--- config.mk ---
export PLATFORM = sky130hd
export DESIGN_NAME = rs_err_stats
export DESIGN_NICKNAME = d
export VERILOG_FILES = /design/src/rtl/rs_err_stats.sv
export SDC_FILE = /design/constraint.sdc
export NUM_CORES = 1
export LEC_CHECK = 0
export ABC_AREA = 1
export BUFFER_PORTS_ARGS = -buffer_cell sky130_fd_sc_hd__buf_2
export CAP_MARGIN = 20
export CORE_UTILIZATION = 40
export CTS_CLUSTER_DIAMETER = 100
export DETAILED_ROUTE_END_ITERATION = 10
export HOLD_SLACK_MARGIN = 0.12
export PLACE_DENSITY = 0.7
export SYNTH_ARGS = -nofsm -noshare
export SYNTH_HDL_FRONTEND = slang
export SYNTH_SLANG_ARGS = --single-unit
--- constraint.sdc ---
create_clock -name clk -period 5.5 [get_ports clk]
set_clock_uncertainty 0.15 [all_clocks]
set_input_delay 1.1 -clock clk [delete_from_list [all_inputs] [get_ports clk]]
set_output_delay 1.1 -clock clk [all_outputs]
set_load 0.01 [all_outputs]
--- src/rtl/rs_err_stats.sv ---
module rs_err_stats #(
  parameter int SYM_W  = 8,
  parameter int SCNT_W = 4,
  parameter int BCNT_W = 7,
  parameter bit SPLIT  = 1'b0
) (
  input  logic              clk,
  input  logic              rst_n,
  input  logic              in_valid,
  input  logic              in_sop,
  input  logic              in_eop,
  input  logic [SYM_W-1:0]  in_rx,
  input  logic [SYM_W-1:0]  in_fix,
  input  logic              in_uncorr,
  input  logic              out_ready,
  output logic [SYM_W-1:0]  err_val,
  output logic              stat_valid,
  output logic              stat_uncorr,
  output logic [SCNT_W-1:0] sym_errs,
  output logic [BCNT_W-1:0] bit_errs,
  output logic [BCNT_W-1:0] bits_1to0,
  output logic [BCNT_W-1:0] bits_0to1
);

  localparam int PW = $clog2(SYM_W + 1);
  localparam logic [SCNT_W:0] SMAX = {1'b0, {SCNT_W{1'b1}}};
  localparam logic [BCNT_W:0] BMAX = {1'b0, {BCNT_W{1'b1}}};

  function automatic logic [PW-1:0] ones(input logic [SYM_W-1:0] x);
    logic [PW-1:0] c;
    c = '0;
    for (int i = 0; i < SYM_W; i++) c = c + PW'(x[i]);
    return c;
  endfunction

  logic beat;
  logic [SYM_W-1:0]  err;
  logic [SCNT_W-1:0] acc_s, nx_s;
  logic [BCNT_W-1:0] acc_a, acc_b, nx_a, nx_b;
  logic [PW-1:0]     inc_a, inc_b;
  logic [SCNT_W:0]   sum_s;
  logic [BCNT_W:0]   sum_a, sum_b;

  assign beat = in_valid & out_ready;
  assign err  = in_rx ^ in_fix;

  generate
    if (SPLIT) begin : g_split
      assign inc_a = ones(in_rx & err);
      assign inc_b = ones(~in_rx & err);
      assign bit_errs  = '0;
      assign bits_1to0 = nx_a;
      assign bits_0to1 = nx_b;
    end else begin : g_full
      assign inc_a = ones(err);
      assign inc_b = '0;
      assign bit_errs  = nx_a;
      assign bits_1to0 = '0;
      assign bits_0to1 = '0;
    end
  endgenerate

  assign sum_s = {1'b0, (in_sop ? '0 : acc_s)} + (SCNT_W+1)'(err != '0);
  assign sum_a = {1'b0, (in_sop ? '0 : acc_a)} + (BCNT_W+1)'(inc_a);
  assign sum_b = {1'b0, (in_sop ? '0 : acc_b)} + (BCNT_W+1)'(inc_b);

  assign nx_s = (sum_s > SMAX) ? SMAX[SCNT_W-1:0] : sum_s[SCNT_W-1:0];
  assign nx_a = (sum_a > BMAX) ? BMAX[BCNT_W-1:0] : sum_a[BCNT_W-1:0];
  assign nx_b = (sum_b > BMAX) ? BMAX[BCNT_W-1:0] : sum_b[BCNT_W-1:0];

  always_ff @(posedge clk or negedge rst_n) begin
    if (!rst_n) begin
      acc_s <= '0;
      acc_a <= '0;
      acc_b <= '0;
    end else if (beat) begin
      acc_s <= nx_s;
      acc_a <= nx_a;
      acc_b <= nx_b;
    end
  end

  assign err_val     = err;
  assign stat_valid  = in_valid & in_eop;
  assign stat_uncorr = in_valid & in_eop & in_uncorr;
  assign sym_errs    = nx_s;

  AST_HOLD_IDLE: assert property (@(posedge clk) disable iff (!rst_n)
    !beat |=> $stable(acc_s) && $stable(acc_a) && $stable(acc_b));
  AST_CLEAN_NO_COUNT: assert property (@(posedge clk) disable iff (!rst_n)
    beat && !in_sop && (in_rx == in_fix) |=> acc_s == $past(acc_s));
  AST_NO_WRAP: assert property (@(posedge clk) disable iff (!rst_n)
    beat && !in_sop |=> acc_s >= $past(acc_s) && acc_a >= $past(acc_a) && acc_b >= $past(acc_b));
  AST_SOP_RESTART: assert property (@(posedge clk) disable iff (!rst_n)
    beat && in_sop |=> acc_s <= SCNT_W'(1));
  AST_SYM_LE_BITS: assert property (@(posedge clk) disable iff (!rst_n)
    (BCNT_W+1)'(acc_s) <= ({1'b0, acc_a} + {1'b0, acc_b}));

endmodule

* Word-level counts from Yosys, hierarchy flattened
Index checks and enable logic that the tools add are counted.
** Word-level totals
- Word-level logic and storage cells :: 22
- Register bits :: 11
- Input bits :: 23
- Output and inout bits :: 35
** Operators by class
- $add $sub $neg :: 9
- Order comparisons :: 2
- Reductions and logical operators :: 1
- Multiplexer cells :: 4
- Bitwise logic cells :: 4
** Operators by type and width (count)
- adder 4 x 1 -> 4 bit :: 4
- two-way mux 7 bit :: 2
- adder 7 x 4 -> 8 bit :: 1
- greater-than comparator 8 x 7 -> 1 bit, second input constant :: 1
- two-way mux 4 bit :: 2
- nonzero test 8 bit :: 1
- XOR 8 bit :: 1
- adder 4 x 1 -> 5 bit :: 1
- greater-than comparator 5 x 4 -> 1 bit, second input constant :: 1
- adder 3 x 1 -> 4 bit :: 1
- adder 2 x 1 -> 3 bit :: 1
- AND 1 bit :: 3
- adder 1 x 1 -> 2 bit :: 1

* Longest topological paths before layout
- Depth in word-level cells :: 11
- Depth in mapped cells :: 15
- Gate-level depth less buffers :: 15

* Worst setup path after synthesis
Ideal clock, no wire load.
- Path type :: input -> output
- Start :: in in_fix[0]
- End :: out bit_errs[4]
- Buffers on the path :: 0
- Setup slack :: 0.171 ns
- Arrival :: 4.079 ns
- Data required time :: 4.250 ns
- Stages :: 14
- Cell sequence :: xor2_1 > inv_1 > fa_1 > fa_1 > fa_1 > fa_1 > inv_1 > fa_1 > nand3_1 > nand3_1 > nand2_1 > nand2_1 > nor2_2 > inv_1
** Between the ends
- Cells in the longest elaborated chain, start to end :: 11
** RTL lines
- from (decl) :: RTL line 13 : input logic [SYM_W-1:0] in_fix,
- XOR 8 bit * :: RTL line 45 : assign err = in_rx ^ in_fix;
- adder 1 x 1 -> 2 bit * :: RTL line 32 : for (int i = 0; i < SYM_W; i++) c = c + PW'(x[i]);
- adder 2 x 1 -> 3 bit * :: RTL line 32
- adder 3 x 1 -> 4 bit * :: RTL line 32
- adder 4 x 1 -> 4 bit * (4 in a row) :: RTL line 32
- adder 7 x 4 -> 8 bit * :: RTL line 64 : assign sum_a = {1'b0, (in_sop ? '0 : acc_a)} + (BCNT_W+1)'(inc_a);
- greater-than comparator 8 x 7 -> 1 bit :: RTL line 68 : assign nx_a = (sum_a > BMAX) ? BMAX[BCNT_W-1:0] : sum_a[BCNT_W-1:0];
- two-way mux 7 bit * :: RTL line 68
- to (decl) :: RTL line 20 : output logic [BCNT_W-1:0] bit_errs,
Every way passes the cells marked *; elsewhere a longest branch is shown, timed or not.

* Worst setup path in the final report
- Start :: in in_rx[3]
- End :: out bit_errs[2]
** Between the ends
- Cells in the longest elaborated chain, start to end :: 9
** RTL lines
- from (decl) :: RTL line 12 : input logic [SYM_W-1:0] in_rx,
- XOR 8 bit * :: RTL line 45
- adder 3 x 1 -> 4 bit * :: RTL line 32
- adder 4 x 1 -> 4 bit * (4 in a row) :: RTL line 32
- adder 7 x 4 -> 8 bit * :: RTL line 64
- greater-than comparator 8 x 7 -> 1 bit :: RTL line 68
- two-way mux 7 bit * :: RTL line 68
Marked as above.

==> results <==
- The flow ran to the end, and the final reports show no timing, DRC or antenna violations.
- The library cell used most frequently in the layout, excluding fill and tap cells, is sky130_fd_sc_hd__buf_2.
- Of the post-synthesis cell area, the part taken by muxes is 0%.
- The fraction of power consumed by the clock network is about 11%.
- The sequential standard cell area is roughly 280 um2.
- Net switching is a little under half of the power.
- TritonCTS built the clock tree.
- In this run the standard cell core region covers just over 0.003 mm2.
- The clock-pin slew on the worst setup and hold paths is around 90 ps.
- Setup violations remaining at the end of the flow were counted as 0.
- The count of buffer and inverter cells on the critical path is 5.
- After legalization and detailed placement, the total HPWL measured ~2100 um.
- The number of maximum-capacitance constraint violations is 0.
- The repair_antennas step left the layout with diodes totalling 0.
- After synthesis, the share of flip-flops with an asynchronous set or reset is between 90% and 100%.
- The final weighted congestion in routability-driven placement is just under 0.8.
- In this run the count of I/O pins placed on the die edge is 58.
- Setup repair after global routing could not meet its margin everywhere.
- The signal on the critical path passes through buf_6 > xor2_2 > inv_1 > fa_1 > fa_1 > fa_1 > fa_2 > inv_2 > fa_2 > buf_4 > xnor2_1 > nand2_4 > buf_2.
- Detailed routing placed a total of 88 um of wire on met3.
- The hold violation total from the final report was 0.
- Routed signal wires occupy layers up through met4.
- After detailed routing, the total wire length is around 2700 um.
- In the post-synthesis netlist, the biggest area contributors are sky130_fd_sc_hd__dfrtp_1 21%, sky130_fd_sc_hd__nand2_1 12%, sky130_fd_sc_hd__inv_1 9.0%, sky130_fd_sc_hd__ha_1 8.7%, sky130_fd_sc_hd__buf_4 8.1%.
- In this design, the critical path's most frequently occurring cell is sky130_fd_sc_hd__fa_1.
- For this design the static power due to leakage is 0.9498 nW.
- The sequential share of the synthesized area is 21.34%.
- The total internal power is between 0.2 and 0.3 mW.
- On the worst path, the slowest cell contributes a delay of approximately 560 ps.
- By area, the combinational part of the netlist is dominated by simple AND/OR/NAND/NOR gates.
- In this run, CTS created clock tree buffers numbering 3.
- STA classifies the critical path startpoint as an input port.
- The number of hold buffers added after CTS was 0.
- For this configuration, the core starts out at a cell density of roughly 42%.
- The chip width is between 50 and 60 um.
- The area of the multi-input gates is roughly 840 um2.
- The utilization after layout is between 50% and 60%.
- Once placement finished, the instance area stood at between 0.0015 and 0.002 mm2.
- The synthesized design spends more area on one cell type than any other, namely sky130_fd_sc_hd__dfrtp_1.
- The first routing iteration left 23 violations.
- The synthesized netlist devotes between 10% and 20% of its cell area to adder and majority cells.
- The maximum clock frequency is approximately 180 MHz.
- The startpoint-to-endpoint class of the critical path is in2out.
- The number of distinct library cells after synthesis is 30.
- The total power after layout is 0.5427 mW.
- In this run the mean area of a mapped cell was ~7.2 um2.
- The path class of the tightest hold or removal check is reg2reg.
- The final instance area is 0.001598 mm2.
- The first detailed-routing pass ran for 4 iterations.
- The number of pins exceeding their max-slew limit in the final report came to 0.
- The per-cell via count in the routed design is between 4 and 5.
- Data on the critical path is required at its endpoint by between 4000 and 5000 ps.
- Input and output buffers added on the ports amount to 43.
- The XOR/XNOR share of the synthesized area is about 6.8%.
- The number of global-route vias before repair was a little over 1000.
- The insertion delay of the later-clocked pin in the worst-skew pair is 280 ps.
- Grouping stages by cell kind, the critical path spends the most delay in adder cells.
- The cell sitting at the root of the clock tree is a sky130_fd_sc_hd__clkbuf_4.
- The met2 wire length is around 1300 um.
- In the global route stage, overall resource usage came out at 16.76%.
- The wire length per cell is between 9 and 10 um.
- The share of the synthesized area in the top cell type is between 20% and 30%.
- The floorplan step defined a die boundary enclosing 0.003456 mm2.
- IR analysis of the VDD net gives a maximum drop of approximately 0.00029 V.
- Detailed routing inserted a total of 1146 vias.
- The commonest register cell after synthesis is sky130_fd_sc_hd__dfrtp_1.
- After detailed routing, the wire length on met1 is approximately 1200 um.
- Of all nets on the critical path, the largest fanout is 2.
- The final worst-path cycle share is a little under 100%.
- The residual overflow from global routing is 0.
- The analysis attributes to net switching a power of between 0.2 and 0.3 mW.
- The post-synthesis register bit count is 11.
- Of the total power, combinational logic draws roughly two thirds.
- In this run the remaining antenna-violating nets after routing total 0.
- The area added between synthesis and finish is 23.86%.
- The number of sinks driven by the clock tree is 11.
- The synthesized netlist occupies a cell area of approximately 0.0013 mm2.
- The worst path needs approximately 5400 ps of the cycle, external delays included.
- Summing the areas of all compound-gate instances in the mapped netlist gives 4.947% of the synthesized area.
- After technology mapping, the gate count stands at ~180.
- The floorplan step set the die height to between 50 and 60 um.
- The sequential group share of total power is 20.9%.
- The first global-routing pass estimated between 4000 and 5000 um of wire.
- Counting the fill cells in the layout gives just over 300.
- The deepest level of the CTS H-tree is 1.
- The basic-gate share of the synthesized area counting and, or, nand and nor cells is about 30%.
- The initialized floorplan defines 20 standard-cell rows.
- STA classifies the critical path endpoint as a primary output.
- The detailed-route DRC error count is 0.
- The longest clock path from root to sink contains 2 buffers.
- Entering global routing, the biggest net connects 14 pins.
- Yosys mapped a number of flops with a built-in enable equal to 0.
- The share of final-layout standard cells stronger than drive strength 1 is 36.28%.
- In the layout the commonest cells are 41 x sky130_fd_sc_hd__buf_2, 39 x sky130_fd_sc_hd__nand2_1, 30 x sky130_fd_sc_hd__inv_1, 14 x sky130_fd_sc_hd__conb_1, 12 x sky130_fd_sc_hd__nor2_1.
- The number of antenna violations at the first check in global routing is 0.
- The net count of the finished layout is 264.
- The synthesis warning total is 0.
- The arrival time at the worst endpoint is approximately 4200 ps.
- For this design, the slowest cell found on the critical path is sky130_fd_sc_hd__fa_1.
- Power spread over the standard cell area amounts to approximately 340 mW/mm2.
## power by group through the flow
stage	Sequential, mW	Combinational (mW)	Clock (mW)
2_1_floorplan	0.112	0.250	0
3_3_place_gp	0.115	0.340	0
3_5_place_dp	0.115	0.344	0
4_1_cts	0.114	0.351	0.0604
5_1_grt	0.117	0.414	0.0654
6_report	0.114	0.370	0.0596
## routing by layer
metal / up-vias / global-route usage [%]
met3: 6 / 3.297
met2: 22 / 28.57
li1: 603 / -
met1: 515 / 20.94
met5: - / 0
met4: 0 / 6.122
## worst reg2reg max path, delay by kind of cell, from the launching register on
| family | cells | cell delay, ps |
|---|---|---|
| xor+xnor | 1 | 230 |
| buf+inv | 2 | 190 |
| simple gates | 4 | 280 |
| fa+ha+maj | 4 | 1570 |
| flops | 1 | 390 |
## logic make-up after synthesis
family,after synthesis
compound gates,10
buf+inv,51
xor+xnor,10
flops,11
other cells,1
simple gates,81
fa+ha+maj,14
## through the flow
stage	TNS, ps	setup slack, ps	hold slack (ps)	instances
CTS	0	10.51	339.2	270
global placement	0	52.92	314.5	265
finish	0	54.41	333.2	270
floorplan	0	171.5	299.0	191
detailed placement	-21.22	-21.22	319.0	265
global route	-181.7	-89.40	358.8	270
## final timing paths
check,slack (ps),start,endpoint,depth (start not counted)
max,50,in_rx[3],bit_errs[2],13
min,330,acc_a[1],acc_a[1],2
max reg2reg,2590,acc_a[0],acc_a[2],11
min reg2reg,330,acc_a[1],acc_a[1],2
max in group asynchronous,4450,rst_n,acc_a[5],1
min in group asynchronous,530,rst_n,acc_s[3],1
## synthesized netlist by cell type (2+ instances only)
master	number
sky130_fd_sc_hd__dfrtp_1	11
sky130_fd_sc_hd__o21ai_2	3
sky130_fd_sc_hd__nand2_2	5
sky130_fd_sc_hd__nand2_4	2
sky130_fd_sc_hd__fa_1	5
sky130_fd_sc_hd__xnor2_1	3
sky130_fd_sc_hd__nor2_1	13
sky130_fd_sc_hd__nand3_2	2
sky130_fd_sc_hd__nor2_2	4
sky130_fd_sc_hd__inv_1	31
sky130_fd_sc_hd__o21ai_1	2
sky130_fd_sc_hd__nand4_1	2
sky130_fd_sc_hd__xor2_1	7
sky130_fd_sc_hd__ha_1	9
sky130_fd_sc_hd__buf_4	14
sky130_fd_sc_hd__nand2_1	41
sky130_fd_sc_hd__o21ai_0	3
sky130_fd_sc_hd__nand3_1	9
## what timing repair did
| action | CTS | global route |
|---|---|---|
| setup endpoints to repair | 1 | 7 |
| resized for setup | 2 | 11 |
| pin swaps | 1 | 11 |
| setup buffers | 1 | 0 |
## registers in the layout, summed over array words and instances, names as in the netlist
register and cells:
acc_s 4, acc_a 7
## layout make-up
type | count | share of cell area, %
clock buffers | 4 | 1.644
well taps | 44 | 3.446
inverters | 35 | 8.692
repair buffers | 47 | 16.13
flip-flops and latches | 11 | 17.23
multi-input cells | 129 | 52.86
No activity file was read; power rests on OpenSTA's default activity.
